===== config.mk =====
export PLATFORM = sky130hd
export DESIGN_NAME = shutter_timing_gen
export DESIGN_NICKNAME = d
export VERILOG_FILES = /design/src/rtl/shutter_pkg.sv /design/src/rtl/line_tracker.sv /design/src/rtl/exposure_latch.sv /design/src/rtl/discard_chopper.sv /design/src/rtl/shutter_timing_gen.sv
export SDC_FILE = /design/constraint.sdc
export NUM_CORES = 1
export LEC_CHECK = 0
export BUFFER_PORTS_ARGS = -buffer_cell sky130_fd_sc_hd__buf_2
export CORE_MARGIN = 2
export CORE_UTILIZATION = 57
export CTS_CLUSTER_SIZE = 10
export DETAILED_ROUTE_END_ITERATION = 8
export HOLD_SLACK_MARGIN = 0.1
export PLACE_DENSITY = 0.86
export RECOVER_POWER = 100
export SYNTH_ARGS = -nofsm -noshare
export SYNTH_HDL_FRONTEND = slang
export SYNTH_SLANG_ARGS = --single-unit
export TNS_END_PERCENT = 30

===== constraint.sdc =====
create_clock -name clk_i -period 3.5 [get_ports clk_i]
set_input_delay 0.7 -clock clk_i [delete_from_list [all_inputs] [get_ports clk_i]]
set_output_delay 0.7 -clock clk_i [all_outputs]
set_load 0.01 [all_outputs]

===== src/rtl/shutter_pkg.sv =====
package shutter_pkg;
  typedef enum logic [1:0] {
    BIAS_LOW  = 2'b00,
    BIAS_MID  = 2'b01,
    BIAS_DUMP = 2'b10
  } bias_e;
endpackage


===== src/rtl/line_tracker.sv =====
module line_tracker #(
  parameter int LINE_W = 9,
  parameter int LEN_A  = 312,
  parameter int LEN_B  = 313
) (
  input  logic              clk_i,
  input  logic              rst_ni,
  input  logic              hsync_i,
  input  logic              vsync_i,
  output logic [LINE_W-1:0] line_o,
  output logic [LINE_W-1:0] next_len_o,
  output logic              run_o
);
  localparam logic [LINE_W-1:0] LINE_MAX = '1;

  logic [LINE_W-1:0] line_q;
  logic              par_q;
  logic              run_q;

  always_ff @(posedge clk_i or negedge rst_ni) begin
    if (!rst_ni) begin
      line_q <= '0;
      par_q  <= 1'b1;
      run_q  <= 1'b0;
    end else if (vsync_i) begin
      line_q <= '0;
      par_q  <= ~par_q;
      run_q  <= 1'b1;
    end else if (hsync_i && line_q != LINE_MAX) begin
      line_q <= line_q + 1'b1;
    end
  end

  // length of the field that the next vsync opens
  assign next_len_o = par_q ? LINE_W'(LEN_A) : LINE_W'(LEN_B);
  assign line_o     = line_q;
  assign run_o      = run_q;

  AST_LINE_RESTART: assert property (@(posedge clk_i) disable iff (!rst_ni)
    vsync_i |=> line_q == '0);
  AST_LINE_HOLD: assert property (@(posedge clk_i) disable iff (!rst_ni)
    (!vsync_i && !hsync_i) |=> $stable(line_q));
  AST_FIELD_ALTERNATE: assert property (@(posedge clk_i) disable iff (!rst_ni)
    vsync_i |=> next_len_o != $past(next_len_o));
endmodule


===== src/rtl/exposure_latch.sv =====
module exposure_latch #(
  parameter int LINE_W = 9
) (
  input  logic              clk_i,
  input  logic              rst_ni,
  input  logic              vsync_i,
  input  logic [LINE_W-1:0] store_i,
  input  logic [LINE_W-1:0] len_i,
  output logic [LINE_W-1:0] thr_o
);
  logic [LINE_W-1:0] n_clamped;
  logic [LINE_W-1:0] thr_q;

  always_comb begin
    if (store_i == '0)       n_clamped = LINE_W'(1);
    else if (store_i > len_i) n_clamped = len_i;
    else                     n_clamped = store_i;
  end

  always_ff @(posedge clk_i or negedge rst_ni) begin
    if (!rst_ni)      thr_q <= '0;
    else if (vsync_i) thr_q <= len_i - n_clamped;
  end

  assign thr_o = thr_q;

  AST_HOLD_SETTING: assert property (@(posedge clk_i) disable iff (!rst_ni)
    !vsync_i |=> $stable(thr_q));
  AST_THR_BELOW_LEN: assert property (@(posedge clk_i) disable iff (!rst_ni)
    vsync_i |=> thr_q < $past(len_i));
endmodule


===== src/rtl/discard_chopper.sv =====
module discard_chopper #(
  parameter int LINE_W   = 9,
  parameter int CHOP_ON  = 2,
  parameter int CHOP_OFF = 2
) (
  input  logic              clk_i,
  input  logic              rst_ni,
  input  logic              hblank_i,
  input  logic              run_i,
  input  logic [LINE_W-1:0] line_i,
  input  logic [LINE_W-1:0] thr_i,
  output logic              discard_o
);
  localparam int PERIOD = CHOP_ON + CHOP_OFF;
  localparam int CW     = (PERIOD > 1) ? $clog2(PERIOD) : 1;
  localparam logic [CW-1:0] LAST    = CW'(PERIOD - 1);
  localparam logic [CW-1:0] ON_C    = CW'(CHOP_ON);
  localparam logic [CW-1:0] ON_LAST = CW'(CHOP_ON - 1);

  logic [CW-1:0] chop_q;
  logic          line_ok;

  always_ff @(posedge clk_i or negedge rst_ni) begin
    if (!rst_ni)                 chop_q <= '0;
    else if (!hblank_i)          chop_q <= '0;
    else if (chop_q == LAST)     chop_q <= '0;
    else                         chop_q <= chop_q + 1'b1;
  end

  // line 0 carries the read pulse, so it never discards
  assign line_ok   = run_i && (line_i != '0) && (line_i < thr_i);
  assign discard_o = hblank_i && line_ok && (chop_q < ON_C);

  AST_CHOP_BREAK: assert property (@(posedge clk_i) disable iff (!rst_ni)
    (discard_o && chop_q == ON_LAST) |=> !discard_o);
endmodule


===== src/rtl/shutter_timing_gen.sv =====
module shutter_timing_gen #(
  parameter int FIELD_LINES_A = 312,
  parameter int FIELD_LINES_B = 313,
  parameter int CHOP_ON       = 2,
  parameter int CHOP_OFF      = 2,
  localparam int LEN_MAX = (FIELD_LINES_A > FIELD_LINES_B) ? FIELD_LINES_A : FIELD_LINES_B,
  localparam int LINE_W  = $clog2(LEN_MAX + 1)
) (
  input  logic              clk_i,
  input  logic              rst_ni,
  input  logic              hsync_i,
  input  logic              vsync_i,
  input  logic              hblank_i,
  input  logic [LINE_W-1:0] store_lines_i,
  output logic              read_pulse_o,
  output logic              discard_o,
  output logic [1:0]        bias_code_o
);
  import shutter_pkg::*;

  logic [LINE_W-1:0] line_idx;
  logic [LINE_W-1:0] next_len;
  logic [LINE_W-1:0] thr;
  logic              run;
  logic              disc;
  bias_e             bias;

  line_tracker #(
    .LINE_W(LINE_W), .LEN_A(FIELD_LINES_A), .LEN_B(FIELD_LINES_B)
  ) u_lines (
    .clk_i(clk_i), .rst_ni(rst_ni), .hsync_i(hsync_i), .vsync_i(vsync_i),
    .line_o(line_idx), .next_len_o(next_len), .run_o(run)
  );

  exposure_latch #(.LINE_W(LINE_W)) u_expo (
    .clk_i(clk_i), .rst_ni(rst_ni), .vsync_i(vsync_i),
    .store_i(store_lines_i), .len_i(next_len), .thr_o(thr)
  );

  discard_chopper #(
    .LINE_W(LINE_W), .CHOP_ON(CHOP_ON), .CHOP_OFF(CHOP_OFF)
  ) u_chop (
    .clk_i(clk_i), .rst_ni(rst_ni), .hblank_i(hblank_i), .run_i(run),
    .line_i(line_idx), .thr_i(thr), .discard_o(disc)
  );

  always_comb begin
    if (disc)          bias = BIAS_DUMP;
    else if (hblank_i) bias = BIAS_MID;
    else               bias = BIAS_LOW;
  end

  assign read_pulse_o = run && (line_idx == '0);
  assign discard_o    = disc;
  assign bias_code_o  = bias;

  AST_DISCARD_IN_BLANK: assert property (@(posedge clk_i) disable iff (!rst_ni)
    discard_o |-> hblank_i);
  AST_NO_DISCARD_ON_READ: assert property (@(posedge clk_i) disable iff (!rst_ni)
    discard_o |-> !read_pulse_o);
  AST_BIAS_LEGAL: assert property (@(posedge clk_i) disable iff (!rst_ni)
    bias_code_o != 2'b11);
  AST_READ_AFTER_VSYNC: assert property (@(posedge clk_i) disable iff (!rst_ni)
    vsync_i |=> read_pulse_o);
endmodule


==> impl_metrics.csv, run 1 <==
group,metric,value,unit
setup_path,critPathSlowestCell,"dfstp_1",
drt,drt_wl_total,3.10,mm
timing,rsz0062_at_grt,"no",
logic_synthesis,synthAdderAreaFrac,0.124,
timing,fmax,316,MHz
logic_synthesis,synth_top_area_share,0.347,
logic_synthesis,synth_cell_types,44,
floorplan,rows,18,
logic_synthesis,ys_seq_area_frac,0.364,
clock_tree,h-tree-depth,1,
timing,timing.final.ws_setup,0.339,ns
floorplan,die_w,55.6,µm
drt,drt_iter0_drc,42,
setup_path,crit_top_cell,"ha_1",
setup_path,path_cells,"inv_1, ha_1, o21ai_1, a41o_2, nand2_1, o211ai_1, ha_1, inv_1, ha_1, and2b_1, or4b_1, o21ai_0, o22ai_1",
logic_synthesis,synth_area_leaders,"dfrtp_1, ha_1, nor2_1",
run,drv_cap,0,
logic_synthesis,ys_warn_count,0,
global_route,overflow,0,
layout,final_cell_mix,"nor2_1, dfrtp_1, inv_1, ha_1, nand2_1",
logic_synthesis,yosys_most_used_dff,"dfrtp_1",
drt,vias,1289,
setup_path,rr_worst_depth,13,
logic_synthesis,synth_nets,201,
drt,drt_pre_antenna_iters,4,
logic_synthesis,synth_edf_count,0,
global_route,antenna_found_initial,0,
layout,drive_gt1_frac,0.107,
logic_synthesis,avgSynthCellArea,8.81,µm²
placement,placed_area,0.00159,mm²
worst_hold_path,worstHoldStart,"u_chop.chop_q[0]",
placement,dp_hpwl,2.37,mm
timing,final-max-slew-violation-count,0,
logic_synthesis,synth_xor_area_frac,0.0462,
clock_tree,cts_tree,"built",
logic_synthesis,netlist.top_cell.by_area,"dfrtp_1",
placement,placed_cells_incl_taps,213,
layout,final_common_cell,"nor2_1",
clock_tree,clockBufferDepth,2,
clock_tree,post_cts_resized,0,
setup_path,setup.worst_path.start_class,"flip-flop",
timing,tightest_slew,1.19,ns
worst_hold_path,hold_class,"flip-flop to flip-flop",
setup_path,cp-end-kind,"flip-flop",
power,powerDensity,414,mW/mm²
floorplan,core_area,0.00250,mm²
layout,final_cells,217,
setup_path,arrival,3.32,ns
floorplan,io_pins,18,
placement,gp_congestion,0.884,
global_route,grt_usage,0.222,
setup_path,crit_path_max_fanout,6,
setup_path,max_stage_delay,0.58,ns
timing,setup_tns,0,ns
global_route,grt_max_degree,29,
drt,routedWlPerCell,14.3,µm
logic_synthesis,synth_top_family_by_area,"simple AND/OR/NAND/NOR gates",
logic_synthesis,synthMuxAreaShare,0.0264,
timing,hold_violations,0,
placement,portBuffers,17,
placement,dpl_worst_slack,0.134,ns
drt,drc,0,
layout,diodes,0,
worst_hold_path,hold_end,"u_chop.chop_q[0]",
run_status,status,"completed",
timing,fin_worst_skew,0.00350,ns
setup_path,r2r_setup_slack,0.34,ns
drt,via_per_inst,5.94,
floorplan,dieArea,0.00309,mm²
clock_tree,cts.sinks,22,
logic_synthesis,ys_seq_elements,22,
power,peakVddDrop,266,µV
global_route,first_global_vias,1262,
timing,max-slew-margin-rel,0.208,
logic_synthesis,async_reset_ff_frac,1.00,
setup_path,worst_r2r_endpoint,"u_expo.thr_o[4]",
clock_tree,numCtsBuffers,3,
setup_path,critPathKind,"flip-flop to flip-flop",
logic_synthesis,postSynthCellCount,172,
clock_tree,clkLatencyLatePin,0.31,ns
worst_hold_path,hold_depth,1,
layout,final_net_count,217,
setup_path,rr_startpoint,"u_lines.par_q",
logic_synthesis,netlist_area,0.00152,mm²
floorplan,initial_utilization,0.606,
clock_tree,root_buffer,"clkbuf_4",
clock_tree,post_cts_buffers,0,
timing,fin_crit_sh,0.903,
timing,layout_min_cycle_time,3.16,ns
logic_synthesis,synthSimpleGateAreaFrac,0.226,
layout,finalInstanceArea,0.00162,mm²
clock_tree,clk_pin_slew_worst_paths,0.13,ns
floorplan,fp.dieH,55.6,µm
power,p_leak,0.765,nW
global_route,grt_pass1_wl,5.55,mm
drt,antenna_left,0,
layout,area_growth,6.61,%
setup_path,required,3.66,ns
timing,finalSetupViolations,0,
logic_synthesis,synth-compound-area-share,0.145,
clock_tree,holdBufCountCts,0,
cells by family (layout without fill, tap and decap cells):
logic type	count (synthesis)	in the layout
AOI/OAI and AO/OA	35	35
buffers and inverters	21	36
DFF	22	22
and+or+nand+nor	67	67
xor gates and xnor gates	8	8
muxes	4	4
adders and majority gates	15	15
synth_stat cells (all sizes together) (2+ instances only):
master / n
nand2: 12
xor2: 5
buf: 5
nor3: 2
ha: 15
xnor2: 3
and2: 3
o21ai: 12
a21oi: 10
nor4: 3
inv: 15
nor2b: 5
and3: 2
nand3: 4
or3: 2
mux2i: 4
a31oi: 3
nand4: 4
nor2: 23
dfrtp: 21
stage by stage:
step	power [mW]	utilization	hold WS, ns
global route	0.721	0.646	0.482
global placement	0.522	0.637	0.426
finish	0.669	0.646	0.448
detailed placement	0.536	0.637	0.433
floorplan	0.475	-	0.404
CTS	0.678	0.651	0.345
how the worst max path moves through the flow:
| stage | startpoint | end | slack (ns) | depth (start not counted) |
|---|---|---|---|---|
| after floorplan | store_lines_i[0] | u_expo.thr_o[4] | 0.48 | 13 |
| after global placement | store_lines_i[0] | u_expo.thr_o[4] | 0.31 | 14 |
| after detailed placement | store_lines_i[0] | u_expo.thr_o[4] | 0.13 | 14 |
| after CTS | u_lines.par_q | u_expo.thr_o[4] | 0.39 | 13 |
| after global routing | u_lines.par_q | u_expo.thr_o[4] | 0.13 | 13 |
| final | u_lines.par_q | u_expo.thr_o[4] | 0.34 | 13 |
area by class of cell:
cell class                 count  area (µm²)
sequential                    22         552
fill                         207         885
multi-input combinational    129         856
timing repair buffer          17        77.6
tap                           30        37.5
inverter                      15        56.3
clock buffer                   4        36.3
power breakdown:
part	switching (mW)	internal [mW]	leakage [nW]
Combinational	0.123	0.0874	0.468
Sequential	0.0213	0.295	0.276
Clock	0.0790	0.0635	0.0210
layer usage:
metal	wire length, µm	GRT usage	up-vias
li1	-	-	629
met1	1440	0.301	625
met2	1510	0.355	29
met3	107	0.0328	6
met4	48	0.0871	0
met5	0	0	-
state kept, by name, indices dropped and copies added, names as in the netlist:
signal          count
u_lines.run_o       1
u_chop.chop_q       2
u_lines.par_q       1
u_expo.thr_o        9
u_lines.line_o      9
critical path, delay by kind of cell (launching register included):
family | cells | cell delay [ns]
AOI/OAI and AO/OA | 5 | 0.76
adders and majority gates | 3 | 0.81
and+or+nand+nor | 3 | 0.71
buffers and inverters | 2 | 0.15
DFF | 1 | 0.58
(Power assumes the default switching activity.)
==> run 2, diff against run 1 <==
--- a/config.mk
+++ b/config.mk
@@ -11,7 +11,7 @@
 export CTS_CLUSTER_SIZE = 10
 export DETAILED_ROUTE_END_ITERATION = 8
 export HOLD_SLACK_MARGIN = 0.1
-export PLACE_DENSITY = 0.86
+export PLACE_DENSITY = 0.88
 export RECOVER_POWER = 100
 export SYNTH_ARGS = -nofsm -noshare
 export SYNTH_HDL_FRONTEND = slang
==> run 2 against run 1 <==
First-iteration DRC count increased by 19%; final cell count unchanged; sequential power about the same; design area decreased by 0.62%; count of clock-buffer cells in the layout unchanged; non-clock buffer count unchanged; critical path type unchanged; largest power group unchanged; highest routed layer unchanged.
==> impl_metrics.csv, run 2 (synthesized netlist as in run 1, its figures left out) <==
group,metric,value,unit
layout,diodes,0,
power,powerDensity,411,mW/mm²
global_route,busiest_layer,"met2",
setup_path,crit_top_cell,"ha_1",
floorplan,fp.dieH,55.6,µm
power,peakVddDrop,320,µV
floorplan,core_area,0.00250,mm²
clock_tree,clkLatencyLatePin,0.31,ns
timing,fin_worst_skew,0.000872,ns
global_route,grt_max_degree,29,
clock_tree,clk_pin_slew_worst_paths,0.12,ns
timing,max-slew-margin-rel,0.199,
setup_path,crit_path_max_fanout,6,
drt,antenna_left,0,
power,p_leak,0.760,nW
setup_path,required,3.66,ns
layout,multi_input_area,856,µm²
global_route,grt_pass1_wl,5.40,mm
global_route,first_global_vias,1242,
layout,final_cell_mix,"nor2_1, dfrtp_1, inv_1, ha_1, nand2_1",
placement,dp_hpwl,2.47,mm
global_route,use_met2,0.337,
setup_path,r2r_setup_slack,0.31,ns
layout,finalInstanceArea,0.00161,mm²
setup_path,arrival,3.35,ns
layout,nFillCells,205,
drt,via_per_inst,6.01,
timing,rsz0062_at_grt,"no",
timing,finalSetupViolations,0,
setup_path,critPathSlowestCell,"dfstp_2",
setup_path,critPathKind,"flip-flop to flip-flop",
clock_tree,numCtsBuffers,3,
drt,drt_iter0_drc,50,
timing,tightest_slew,1.20,ns
run,drv_cap,0,
setup_path,max_stage_delay,0.58,ns
clock_tree,clockBufferDepth,2,
drt,drt_wl_total,3.24,mm
layout,final_common_cell,"nor2_1",
timing,fmax,314,MHz
global_route,grt_usage,0.214,
placement,placed_area,0.00159,mm²
clock_tree,root_buffer,"clkbuf_4",
clock_tree,cts_tree,"built",
layout,area_growth,5.95,%
timing,setup_tns,0,ns
floorplan,io_pins,18,
setup_path,path_buf_inv,2,
global_route,overflow,0,
timing,final-max-slew-violation-count,0,
drt,drt_pre_antenna_iters,4,
layout,regArea,552,µm²
run_status,status,"completed",
floorplan,initial_utilization,0.606,
global_route,use_met3,0.0375,
floorplan,dieArea,0.00309,mm²
timing,hold_violations,0,
clock_tree,post_cts_buffers,0,
drt,drc,0,
floorplan,die_w,55.6,µm
layout,final_net_count,217,
setup_path,cp-end-kind,"flip-flop",
layout,drive_gt1_frac,0.107,
placement,gp_congestion,0.883,
placement,portBuffers,17,
drt,vias,1305,
clock_tree,h-tree-depth,1,
setup_path,setup.worst_path.start_class,"flip-flop",
setup_path,path_delay_family,"adder cells",
global_route,antenna_found_initial,0,
clock_tree,holdBufCountCts,0,
floorplan,rows,18,
timing,layout_min_cycle_time,3.19,ns
worst_hold_path,hold_class,"flip-flop to flip-flop",
clock_tree,cts.sinks,22,
drt,routedWlPerCell,14.9,µm
setup_path,path_cells,"inv_1, ha_1, o21ai_1, a41o_2, nand2_1, o211ai_1, ha_1, inv_1, ha_1, and2b_1, or4b_1, o21ai_0, o22ai_1",
timing,fin_crit_sh,0.910,
global_route,use_met1,0.287,
clock_tree,post_cts_resized,0,
-- run 2: cell counts in the layout (fill, tap and decap cells not counted) --
No cell type changed its count.
-- run 2: report_power, final --
part / internal, mW / leakage [nW] / total (mW) / switching (mW)
registers: 0.297 / 0.277 / 0.319 / 0.0222
clock network: 0.0445 / 0.0150 / 0.123 / 0.0785
logic: 0.0884 / 0.468 / 0.217 / 0.129
-- run 2: final cells by class --
cell class,instances,share of cell area
multi-input cells,129,0.533
clock buffers,4,0.0164
repair buffers,17,0.0483
well taps,30,0.0234
inverters,15,0.0351
flip-flops and latches,22,0.344
-- run 2: worst paths after layout --
path,start,end,cells past startpoint
min in group asynchronous,rst_ni,u_chop.chop_q[1],1
max in group asynchronous,rst_ni,u_expo.thr_o[3],1
worst min register to register,u_chop.chop_q[0],u_chop.chop_q[0],1
worst min-delay path,u_chop.chop_q[0],u_chop.chop_q[0],1
worst max-delay path,u_lines.par_q,u_expo.thr_o[4],13
worst max register to register,u_lines.par_q,u_expo.thr_o[4],13
-- run 2: through the flow --
stage	hold slack [ns]	utilization	cells	power, mW	worst slack, ns
detailed placement	0.433	0.637	213	0.541	0.112
global route	0.475	0.642	217	0.701	0.0623
finish	0.446	0.642	217	0.659	0.314
global placement	0.424	0.637	213	0.521	0.309
CTS	0.352	0.647	217	0.663	0.351
floorplan	0.404	-	172	0.475	0.482
-- run 2: per-layer routing --
layer | wire, µm | up-vias
met4 | 89 | 0
met2 | 1580 | 37
met1 | 1430 | 631
met5 | 0 | -
li1 | - | 626
met3 | 138 | 11
-- run 2: worst register-to-register path: cells and delay by family (launching register included) --
family	cells	cell delay [ns]
AOI/OAI and AO/OA	5	0.76
adders and majority gates	3	0.83
buffers and inverters	2	0.15
DFF	1	0.58
and+or+nand+nor	3	0.71
==> run 3, diff against run 2 <==
--- a/config.mk
+++ b/config.mk
@@ -6,12 +6,14 @@
 export NUM_CORES = 1
 export LEC_CHECK = 0
 export BUFFER_PORTS_ARGS = -buffer_cell sky130_fd_sc_hd__buf_2
+export CAP_MARGIN = 0
 export CORE_MARGIN = 2
 export CORE_UTILIZATION = 57
+export CTS_CLUSTER_DIAMETER = 200
 export CTS_CLUSTER_SIZE = 10
 export DETAILED_ROUTE_END_ITERATION = 8
 export HOLD_SLACK_MARGIN = 0.1
-export PLACE_DENSITY = 0.88
+export PLACE_DENSITY = 0.8
 export RECOVER_POWER = 100
 export SYNTH_ARGS = -nofsm -noshare
 export SYNTH_HDL_FRONTEND = slang
==> run 3 against run 2 <==
Combinational power is essentially flat; register-to-register slack is essentially flat; core utilization is the same; sequential power is essentially flat; critical path depth is the same; sequential share of layout area is the same; power shrank 1.5%; largest cell class unchanged; worst hold slack gained 0.00053 ns.
==> impl_metrics.csv, run 3 (synthesized netlist as in run 1, its figures left out) <==
group,metric,value,unit
timing,fin_hold_ws,0.447,ns
layout,final_net_count,217,
layout,drive_gt1_frac,0.102,
drt,drc,0,
timing,fin_worst_skew,0.0112,ns
setup_path,rr_worst_depth,13,
clock_tree,post_cts_buffers,0,
global_route,overflow,0,
timing,fin_crit_sh,0.908,
setup_path,crit_path_max_fanout,6,
power,p_leak,0.760,nW
global_route,grt_max_degree,29,
drt,vias,1263,
placement,gp_congestion,0.819,
floorplan,fp.dieH,55.6,µm
floorplan,core_area,0.00250,mm²
drt,dr_wl_met2,1.48,mm
floorplan,initial_utilization,0.606,
setup_path,setup.worst_path.start_class,"flip-flop",
setup_path,path_cells,"inv_1, ha_1, o21ai_1, a41o_2, nand2_1, o211ai_1, ha_1, inv_1, ha_1, and2b_1, or4b_1, o21ai_0, o22ai_1",
drt,drt_pre_antenna_iters,4,
worst_hold_path,hold_class,"flip-flop to flip-flop",
clock_tree,root_buffer,"clkbuf_4",
timing,layout_min_cycle_time,3.18,ns
timing,final-max-slew-violation-count,0,
drt,drt_wl_total,3.03,mm
floorplan,io_pins,18,
clock_tree,clkLatencyLatePin,0.31,ns
clock_tree,holdBufCountCts,0,
floorplan,die_w,55.6,µm
timing,setup_tns,0,ns
drt,antenna_left,0,
drt,met3WireLength,156,µm
drt,routedWlPerCell,14.0,µm
timing,tightest_slew,1.17,ns
setup_path,arrival,3.34,ns
clock_tree,clk_pin_slew_worst_paths,0.12,ns
power,peakVddDrop,280,µV
timing,finalSetupViolations,0,
setup_path,cp-end-kind,"flip-flop",
layout,area_growth,5.95,%
drt,top_layer,"met4",
clock_tree,post_cts_resized,0,
timing,max-slew-margin-rel,0.218,
global_route,first_global_vias,1167,
global_route,grt_pass1_wl,5.35,mm
setup_path,required,3.66,ns
layout,final_util,0.642,
worst_hold_path,hold_depth,1,
clock_tree,clockBufferDepth,2,
layout,final_common_cell,"nor2_1",
clock_tree,cts.sinks,22,
timing,hold_violations,0,
layout,final_cell_mix,"nor2_1, dfrtp_1, inv_1, ha_1, nand2_1",
timing,timing.final.ws_setup,0.322,ns
placement,dpl_worst_slack,0.157,ns
placement,portBuffers,17,
setup_path,max_stage_delay,0.59,ns
timing,rsz0062_at_grt,"no",
clock_tree,numCtsBuffers,3,
run,drv_cap,0,
floorplan,rows,18,
power,p_total,0.649,mW
setup_path,crit_top_cell,"ha_1",
global_route,antenna_found_initial,0,
setup_path,critPathKind,"flip-flop to flip-flop",
clock_tree,cts_tree,"built",
placement,dp_hpwl,2.32,mm
floorplan,dieArea,0.00309,mm²
layout,diodes,0,
power,powerDensity,405,mW/mm²
setup_path,critPathSlowestCell,"dfstp_1",
run_status,status,"completed",
drt,drt_iter0_drc,37,
timing,fmax,315,MHz
drt,wl_met1,1.36,mm
global_route,grt_usage,0.216,
clock_tree,h-tree-depth,1,
drt,via_per_inst,5.82,
-- run 3: cell counts in the layout (fill, tap and decap cells not counted) --
Identical to the previous run, type by type.
-- run 3: power breakdown --
part           switching (mW)  leakage (nW)  internal, mW
combinational           0.126         0.469        0.0888
sequential             0.0215         0.276         0.295
clock                  0.0739        0.0150        0.0445
total                   0.221         0.760         0.428
-- run 3: path summary, 6_finish.rpt --
check,to,slack (ns),startpoint
worst max register to register,u_expo.thr_o[4],0.32,u_lines.par_q
min in group asynchronous,u_chop.chop_q[0],0.57,rst_ni
worst min register to register,u_chop.chop_q[0],0.45,u_chop.chop_q[0]
worst max-delay path,u_expo.thr_o[4],0.32,u_lines.par_q
max in group asynchronous,u_lines.line_o[2],2.25,rst_ni
worst min-delay path,u_chop.chop_q[0],0.45,u_chop.chop_q[0]
-- run 3: per-stage QoR --
step / instances / instance area (µm²)
floorplan: 172 / 1520
global placement: 213 / 1590
detailed placement: 213 / 1590
CTS: 217 / 1620
global route: 217 / 1610
finish: 217 / 1610
-- run 3: area by class of cell --
cell class                      count  area (µm²)
Timing Repair Buffer               17        77.6
Sequential cell                    22         552
Inverter                           15        56.3
Fill cell                         216         895
Tap cell                           30        37.5
Multi-Input combinational cell    129         856
Clock buffer                        4        26.3
-- run 3: critical path: cells and delay by family (launching register included) --
family,cells,cell delay (ns)
AO/OA/AOI/OAI,5,0.74
adder cells (fa/ha/maj),3,0.81
buffers and inverters,2,0.16
flip-flops,1,0.59
AND/OR/NAND/NOR,3,0.74
-- run 3: per-layer routing --
| layer | vias to the layer above | global-route usage |
|---|---|---|
| li1 | 629 | - |
| met1 | 581 | 0.303 |
| met2 | 45 | 0.344 |
| met3 | 8 | 0.0492 |
| met4 | 0 | 0.0418 |
| met5 | - | 0 |
